File: src/rtl/swallow_pkg.sv
package swallow_pkg;
  // Prescaler modulus selection
  typedef enum logic {
    MOD_BASE  = 1'b0,  // divide by base modulus
    MOD_PLUS1 = 1'b1   // divide by base modulus + 1
  } mod_sel_e;

  localparam int unsigned PRE_BASE_DEF = 8;
  localparam int unsigned SWAL_W_DEF   = 3;
  localparam int unsigned MAIN_W_DEF   = 11;
endpackage

File: src/rtl/dm_prescaler.sv
module dm_prescaler #(
  parameter int unsigned BASE = 8
) (
  input  logic clk,
  input  logic rst,
  input  logic hold,
  input  logic plus_one,
  output logic wrap
);
  localparam int unsigned CW = $clog2(BASE + 1);

  logic [CW-1:0] phase_q;
  logic [CW-1:0] last_phase;

  always_comb begin
    last_phase = plus_one ? CW'(BASE) : CW'(BASE - 1);
    wrap       = !hold && (phase_q == last_phase);
  end

  always_ff @(posedge clk) begin
    if (rst || hold) begin
      phase_q <= '0;
    end else if (wrap) begin
      phase_q <= '0;
    end else begin
      phase_q <= phase_q + CW'(1);
    end
  end
endmodule

File: src/rtl/swallow_ctrl.sv
module swallow_ctrl #(
  parameter int unsigned SWAL_W = 3,
  parameter int unsigned MAIN_W = 11
) (
  input  logic              clk,
  input  logic              rst,
  input  logic [SWAL_W-1:0] load_a,
  input  logic [MAIN_W-1:0] load_m,
  input  logic              wrap,
  output logic              loaded,
  output logic              plus_one,
  output logic              cycle_end
);
  import swallow_pkg::*;

  logic [SWAL_W-1:0] a_left_q;
  logic [MAIN_W-1:0] m_left_q;
  logic              loaded_q;
  mod_sel_e          mode_q;

  assign loaded    = loaded_q;
  assign plus_one  = (mode_q == MOD_PLUS1);
  assign cycle_end = wrap && (m_left_q == MAIN_W'(1));

  always_ff @(posedge clk) begin
    if (rst) begin
      a_left_q <= '0;
      m_left_q <= '0;
      loaded_q <= 1'b0;
      mode_q   <= MOD_BASE;
    end else if (!loaded_q || cycle_end) begin
      loaded_q <= 1'b1;
      m_left_q <= load_m;
      a_left_q <= load_a;
      mode_q   <= (load_a != '0) ? MOD_PLUS1 : MOD_BASE;
    end else if (wrap) begin
      m_left_q <= m_left_q - MAIN_W'(1);
      if (mode_q == MOD_PLUS1) begin
        a_left_q <= a_left_q - SWAL_W'(1);
        mode_q   <= (a_left_q != SWAL_W'(1)) ? MOD_PLUS1 : MOD_BASE;
      end
    end
  end
endmodule

File: src/rtl/out_stretch.sv
module out_stretch #(
  parameter int unsigned WIDTH = 8
) (
  input  logic clk,
  input  logic rst,
  input  logic fire,
  output logic pulse
);
  localparam int unsigned CW = (WIDTH > 1) ? $clog2(WIDTH) : 1;

  generate
    if (WIDTH <= 1) begin : g_single
      always_ff @(posedge clk) begin
        if (rst) pulse <= 1'b0;
        else     pulse <= fire;
      end
    end else begin : g_multi
      logic [CW-1:0] left_q;
      always_ff @(posedge clk) begin
        if (rst) begin
          pulse  <= 1'b0;
          left_q <= '0;
        end else if (fire) begin
          pulse  <= 1'b1;
          left_q <= CW'(WIDTH - 1);
        end else if (pulse) begin
          if (left_q == '0) pulse <= 1'b0;
          else              left_q <= left_q - CW'(1);
        end
      end
    end
  endgenerate
endmodule

File: src/rtl/swallow_divider.sv
module swallow_divider #(
  parameter int unsigned PRE_BASE = swallow_pkg::PRE_BASE_DEF,
  parameter int unsigned SWAL_W   = swallow_pkg::SWAL_W_DEF,
  parameter int unsigned MAIN_W   = swallow_pkg::MAIN_W_DEF,
  localparam int unsigned RW      = SWAL_W + MAIN_W
) (
  input  logic          clk,
  input  logic          rst,
  input  logic [RW-1:0] ratio,
  output logic          mod_ctl,
  output logic          div_out
);
  logic wrap;
  logic loaded;
  logic plus_one;
  logic cycle_end;

  dm_prescaler #(.BASE(PRE_BASE)) u_pre (
    .clk      (clk),
    .rst      (rst),
    .hold     (!loaded),
    .plus_one (plus_one),
    .wrap     (wrap)
  );

  swallow_ctrl #(.SWAL_W(SWAL_W), .MAIN_W(MAIN_W)) u_ctrl (
    .clk       (clk),
    .rst       (rst),
    .load_a    (ratio[SWAL_W-1:0]),
    .load_m    (ratio[RW-1:SWAL_W]),
    .wrap      (wrap),
    .loaded    (loaded),
    .plus_one  (plus_one),
    .cycle_end (cycle_end)
  );

  out_stretch #(.WIDTH(PRE_BASE)) u_out (
    .clk   (clk),
    .rst   (rst),
    .fire  (cycle_end),
    .pulse (div_out)
  );

  assign mod_ctl = plus_one;
endmodule

File: config.mk
export PLATFORM = sky130hd
export DESIGN_NAME = swallow_divider
export DESIGN_NICKNAME = d
export VERILOG_FILES = /design/src/rtl/swallow_pkg.sv /design/src/rtl/dm_prescaler.sv /design/src/rtl/swallow_ctrl.sv /design/src/rtl/out_stretch.sv /design/src/rtl/swallow_divider.sv
export SDC_FILE = /design/constraint.sdc
export NUM_CORES = 1
export LEC_CHECK = 0
export BUFFER_PORTS_ARGS = -buffer_cell sky130_fd_sc_hd__buf_2
export CORE_ASPECT_RATIO = 2
export CORE_MARGIN = 3
export CORE_UTILIZATION = 50
export CTS_CLUSTER_DIAMETER = 60
export CTS_CLUSTER_SIZE = 25
export DETAILED_ROUTE_END_ITERATION = 10
export PLACE_DENSITY = 0.74
export SLEW_MARGIN = 30
export SYNTH_ARGS = -nofsm -noshare
export SYNTH_HDL_FRONTEND = slang
export SYNTH_HIERARCHICAL = 1
export SYNTH_SLANG_ARGS = --single-unit
File: constraint.sdc
create_clock -name clk -period 3.09 [get_ports clk]
set_input_delay 0.4635 -clock clk [delete_from_list [all_inputs] [get_ports clk]]
set_output_delay 0.4635 -clock clk [all_outputs]
set_load 0.02 [all_outputs]
# [Word level (Yosys, flattened, before mapping)]
# Cells that the tools add are included.
[op_classes] addsub=4 n_eq_ne=4 muxes=17 reduce_logical=13
[ops] op="two-way mux 11 bit" count=2
[ops] op="two-way mux 3 bit" count=6
[ops] op="== test 11 x 1 -> 1 bit (second input constant)" count=1
[ops] op="subtractor 11 x 1 -> 11 bit (second input constant)" count=1
[ops] op="two-way mux 1 bit" count=8
[ops] op="nonzero test 2 bit" count=3
[ops] op="subtractor 3 x 1 -> 3 bit (second input constant)" count=2
[ops] op="adder 4 x 1 -> 4 bit (second input constant)" count=1
[ops] op="== test 4 bit" count=1
[ops] op="two-way mux 4 bit" count=1
[ops] op="AND reduction 2 bit" count=2
[ops] op="zero test 3 bit" count=1
[ops] op="!= test 3 x 1 -> 1 bit (second input constant)" count=1
[ops] op="nonzero test 3 bit" count=1
[ops] op="logical AND 1 bit" count=2
[ops] op="logical OR 1 bit" count=2
[ops] op="!= test 2 bit (second input constant)" count=1
[ops] op="OR reduction 2 bit" count=1
[ops] op="zero test 1 bit" count=1
[totals] regBits=24 input_bits=16 output_inout_bits=2 wordCells=45

# [Longest topological paths before layout]
[depth] word_depth=7 ltp_mapped=8 mapped_depth_nobuf=7

# [Cells and area by module]
# The synthesis kept the hierarchy.
[by_module_without_submodules] mod="swallow_ctrl" n_inst=1 cells_each=109 area_each_um2=991.0 seq_area_each_um2=320.3
[by_module_without_submodules] mod="dm_prescaler" n_inst=1 cells_each=20 area_each_um2=211.5 seq_area_each_um2=80.1
[by_module_without_submodules] mod="out_stretch" n_inst=1 cells_each=21 area_each_um2=209.0 seq_area_each_um2=80.1
[by_module_without_submodules] mod="swallow_divider" n_inst=1 cells_each=1 area_each_um2=3.8 seq_area_each_um2=0.0

# [Least setup slack after synthesis]
# No wires, ideal clock.
[synth_path] path_type="reg-to-reg" startpoint="reg u_ctrl.mode_q (netlist: u_ctrl/plus_one)" endpoint="reg u_ctrl.m_left_q[5]" setup_ns=0.140 t_arrival_ns=2.395 t_required_ns=2.950 setup_slack_ns=0.555 path_stages_with_launch=9 n_path_buf=1 synth_period_minus_slack_ns=2.535 path_cell_list="dfxtp_1 -> or3b_4 -> o32ai_4 -> and2b_2 -> buf_4 -> or3b_1 -> o41a_1 -> o21ai_1 -> a21oi_1"
[synth_via] elab_chain_len=6 elab_cells_between_ends=7 cone_classes="eq/ne: 1; mux: 2; reduce/logical: 4"
[synth_rtl] item="start: declaration" line="swallow_ctrl.sv:19" text="mod_sel_e mode_q;"
[synth_rtl] item="start signal: assignment" line="swallow_ctrl.sv:35" text="mode_q <= (load_a != '0) ? MOD_PLUS1 : MOD_BASE;"
[synth_rtl] item="start signal: assignment" line="swallow_ctrl.sv:40" text="mode_q <= (a_left_q != SWAL_W'(1)) ? MOD_PLUS1 : MOD_BASE;"
[synth_rtl] item="two-way mux 4 bit *" line="dm_prescaler.sv:16" text="last_phase = plus_one ? CW'(BASE) : CW'(BASE - 1);"
[synth_rtl] item="== test 4 bit *" line="dm_prescaler.sv:17" text="wrap = !hold && (phase_q == last_phase);"
[synth_rtl] item="logical AND 1 bit *" line="dm_prescaler.sv:17"
[synth_rtl] item="named net wrap" line="swallow_divider.sv:13" text="logic wrap;"
[synth_rtl] item="logical AND 1 bit" line="swallow_ctrl.sv:23" text="assign cycle_end = wrap && (m_left_q == MAIN_W'(1));"
[synth_rtl] item="logical OR 1 bit" line="swallow_ctrl.sv:31" text="end else if (!loaded_q || cycle_end) begin"
[synth_rtl] item="two-way mux 11 bit / nonzero test 2 bit (equally long branches)"
[synth_rtl] item="end signal: assignment" line="swallow_ctrl.sv:33" text="m_left_q <= load_m;"
[synth_rtl] item="end signal: assignment" line="swallow_ctrl.sv:37" text="m_left_q <= m_left_q - MAIN_W'(1);"
[synth_rtl] item="end: declaration" line="swallow_ctrl.sv:17" text="logic [MAIN_W-1:0] m_left_q;"
# Mark *: on every way through the listed nets, which the timed path passes. The rest lies on a longest branch.
# A chain may end at the register's enable or synchronous reset.

# [Worst setup path after layout]
[layout_path] startpoint="reg u_ctrl.mode_q (netlist: u_ctrl/plus_one)" endpoint="reg u_ctrl.mode_q (netlist: u_ctrl/plus_one)"
[layout_via] elab_chain_len=6 elab_cells_between_ends=9 cone_classes="eq/ne: 1; mux: 4; reduce/logical: 4"
[layout_rtl] item="two-way mux 4 bit *" line="dm_prescaler.sv:16"
[layout_rtl] item="== test 4 bit *" line="dm_prescaler.sv:17"
[layout_rtl] item="logical AND 1 bit *" line="dm_prescaler.sv:17"
[layout_rtl] item="named net wrap" line="swallow_divider.sv:13"
[layout_rtl] item="logical AND 1 bit" line="swallow_ctrl.sv:23"
[layout_rtl] item="logical OR 1 bit" line="swallow_ctrl.sv:31"
[layout_rtl] item="two-way mux 1 bit / nonzero test 2 bit (equally long branches)"
# Mark *: on every way through the listed nets, which the timed path passes. The rest lies on a longest branch. The select of a mux whose other input is x is not followed.

==> out/qor.yml <==
run_status:
  status: "complete, no violations"
clock_tree:
  cts-buffers-inserted: 3
  cts_hold_buf: 0
  clock_latency_ns: 0.27
  cts_resized: 0
  cts_root_buffer: "clkbuf_8"
  cts_tree: "built"
  clk_path_buf_depth: 2
  cts_setup_buffers: 0
  clock-sinks: 24
  path_clk_slew_ns: 0.08
  cts_htree_levels: 1
yosys:
  syn_inst: 151
  ys_types: 48
  synth_top_area_cell: "dfxtp_1"
  yosys_warnings: 6
  ys_seq_area_share_pct: 34.0
  ys.flop_type: "dfxtp_1"
  avgSynthCellArea_um2: 9.37
  synthTopCellsByArea: "dfxtp_1, ha_1, a211oi_2"
  synth_edf_count: 0
  syn_nets: 174
  ys_ff_latch: 24
  synth_top_cell_area_share_pct: 34.0
  netlist_area_um2: 1420
  synthArstFlopShare_pct: 0
sta:
  tns_ns: 0
  rsz0062_at_grt: "false"
  tightest_slew_ns: 0.635
  hold_viol: 0
  finalSetupViolations: 0
  fmax_mhz: 385
  fin_skew_ns: 0.00372
  slew_headroom_pct: 57.1
  report.final.slew_viol_count: 0
  finalCritPeriodShare_pct: 84.1
  setup_ws_ns: 0.492
  fin_crit_ns: 2.60
cells_and_area:
  n_antenna_cell: 0
  drive_above_1_share_pct: 24.4
  nNetsFinal: 192
  final-instance-count-excl-fill: 196
  syn_to_final_growth_pct: 10.4
global_routing:
  overflow: 0
  grt_pass1_wl_um: 4790
  grt_pass1_vias: 1180
  grt_usage_pct: 17.1
  grt_max_degree: 25
  antenna_found_initial: 0
min_path:
  hold_class: "primary input to flop"
setup_path:
  worst-path-max-fanout: 24
  required_ns: 3.22
  crit_path_end_kind: "flop"
  cp-start-kind: "flop"
  timing_worst_setup_path_type: "flop to flop"
  arrival_ns: 2.73
placement:
  port_buffers: 17
  dp_slack_ns: 0.518
  place_inst: 192
  place.gp.congestion: 0.834
  dp_hpwl_um: 2130
detailed_routing:
  first_pass_iters: 4
  via_per_inst: 6.13
  first_iter_violations: 22
  antenna_left: 0
  drt-met1-wl_um: 1120
  wl_met2_um: 1600
  num_vias: 1201
  wl_per_cell_um: 14.6
  post-route-drc-count: 0
  wl_met3_um: 98
  wl_um: 2870
  routed.top_layer: "met4"
floorplanning:
  die_y_um: 81.2
  start_util_pct: 53.7
  num_rows: 26
  ios: 18
  die_w_um: 43.6
  coreArea_um2: 2640
  dieArea_um2: 3540
run:
  maxCapViolCount: 0
power_and_ir_drop:
  p_leak_nw: 0.591
  power_density_nw_per_um2: 414
  ir_drop_uv: 301
-- synth_stat cells, types with 2 or more instances --
master	count
a211oi_1	5
a211oi_2	5
a21oi_1	8
and4b_1	2
buf_4	2
dfxtp_1	24
ha_1	7
inv_1	11
mux2i_1	3
nand2_1	4
nand3_1	5
nor2_1	15
nor3_1	3
nor3_2	3
nor4_1	4
nor4b_1	2
o21ai_0	3
o21ai_1	5
or3_1	2
or4_1	2
xnor2_1	7
xor2_1	3
-- logic make-up after synthesis --
kind of cell | count (synthesis) | share of synthesized area (%)
AOI/OAI and AO/OA | 38 | 23.0
xor gates and xnor gates | 10 | 6.19
adders and majority gates | 7 | 6.19
buffers and inverters | 16 | 5.39
DFF | 24 | 34.0
muxes | 3 | 2.12
and+or+nand+nor | 53 | 23.2
-- final cells by class --
type / count / area [um2]
Timing Repair Buffer: 18 / 92.6
Fill cell: 239 / 1070
Tap cell: 28 / 35.0
Clock buffer: 4 / 55.1
Sequential cell: 24 / 480
Multi-Input combinational cell: 111 / 858
Inverter: 11 / 41.3
-- critical path, stage by stage (launching register included) --
cell      delay [ns]
dfxtp_1         0.42
or3b_4          0.42
o32ai_4         0.28
and2b_2         0.32
nor3b_1         0.36
a31oi_2         0.13
buf_4           0.25
nor4_1          0.20
a211oi_1        0.08
-- where the power goes --
| group | total, mW | leakage [nW] | internal, mW | switching [mW] |
|---|---|---|---|---|
| Sequential | 0.343 | 0.198 | 0.324 | 0.0184 |
| Combinational | 0.0924 | 0.364 | 0.0411 | 0.0513 |
| Clock | 0.212 | 0.0288 | 0.114 | 0.0979 |
| Total | 0.647 | 0.591 | 0.479 | 0.168 |
-- metrics by stage --
stage / utilization [%] / power (mW) / cell area, um2 / hold slack [ns]
final: 59.3 / 0.647 / 1560 / 0.432
after global routing: 59.3 / 0.678 / 1560 / 0.457
after CTS: 59.3 / 0.656 / 1560 / 0.422
after detailed placement: 57.2 / 0.442 / 1510 / 0.543
after global placement: 57.2 / 0.439 / 1510 / 0.538
after floorplan: - / 0.416 / 1420 / 0.511
-- path summary, 6_finish.rpt --
path / end / start / slack [ns] / depth (start not counted)
worst max-delay path: u_ctrl/plus_one / u_ctrl/plus_one / 0.49 / 8
worst min-delay path: u_ctrl/m_left_q[1] / ratio[4] / 0.43 / 3
worst max register to register: u_ctrl/plus_one / u_ctrl/plus_one / 0.49 / 8
worst min register to register: u_pre/phase_q[3] / u_pre/phase_q[3] / 0.56 / 2
-- cells in the final DEF, fill, tap and decap left out, types with 2 or more instances in the layout --
master and instances:
a211oi_1 5, nor4_1 4, xnor2_1 7, ha_1 7, a211oi_2 5, and4b_1 2
mux2i_1 3, o21ai_1 5, nor3_1 3, dfxtp_1 24, xor2_1 3, nor3_2 3
o21ai_0 3, nand3_1 5, inv_1 11, or4_1 2, or3_1 2, a21oi_1 8
nor2_1 15, buf_2 17, nor4b_1 2, nand2_1 4, clkbuf_8 4
-- metal layers --
layer  global-route usage (%)  vias up
met5                        0        -
li1                         -      588
met2                     32.2       31
met3                     2.44        8
met1                     17.6      574
met4                     8.16        0
-- registers in the layout, summed over array words and instances, names as in the netlist --
register	count
u_pre/phase_q	4
u_ctrl/m_left_q	11
u_out/g_multi.left_q	3
u_ctrl/loaded	1
u_ctrl/plus_one	1
u_out/pulse	1
u_ctrl/a_left_q	3
Note: power is estimated with default switching activity, not from simulation.
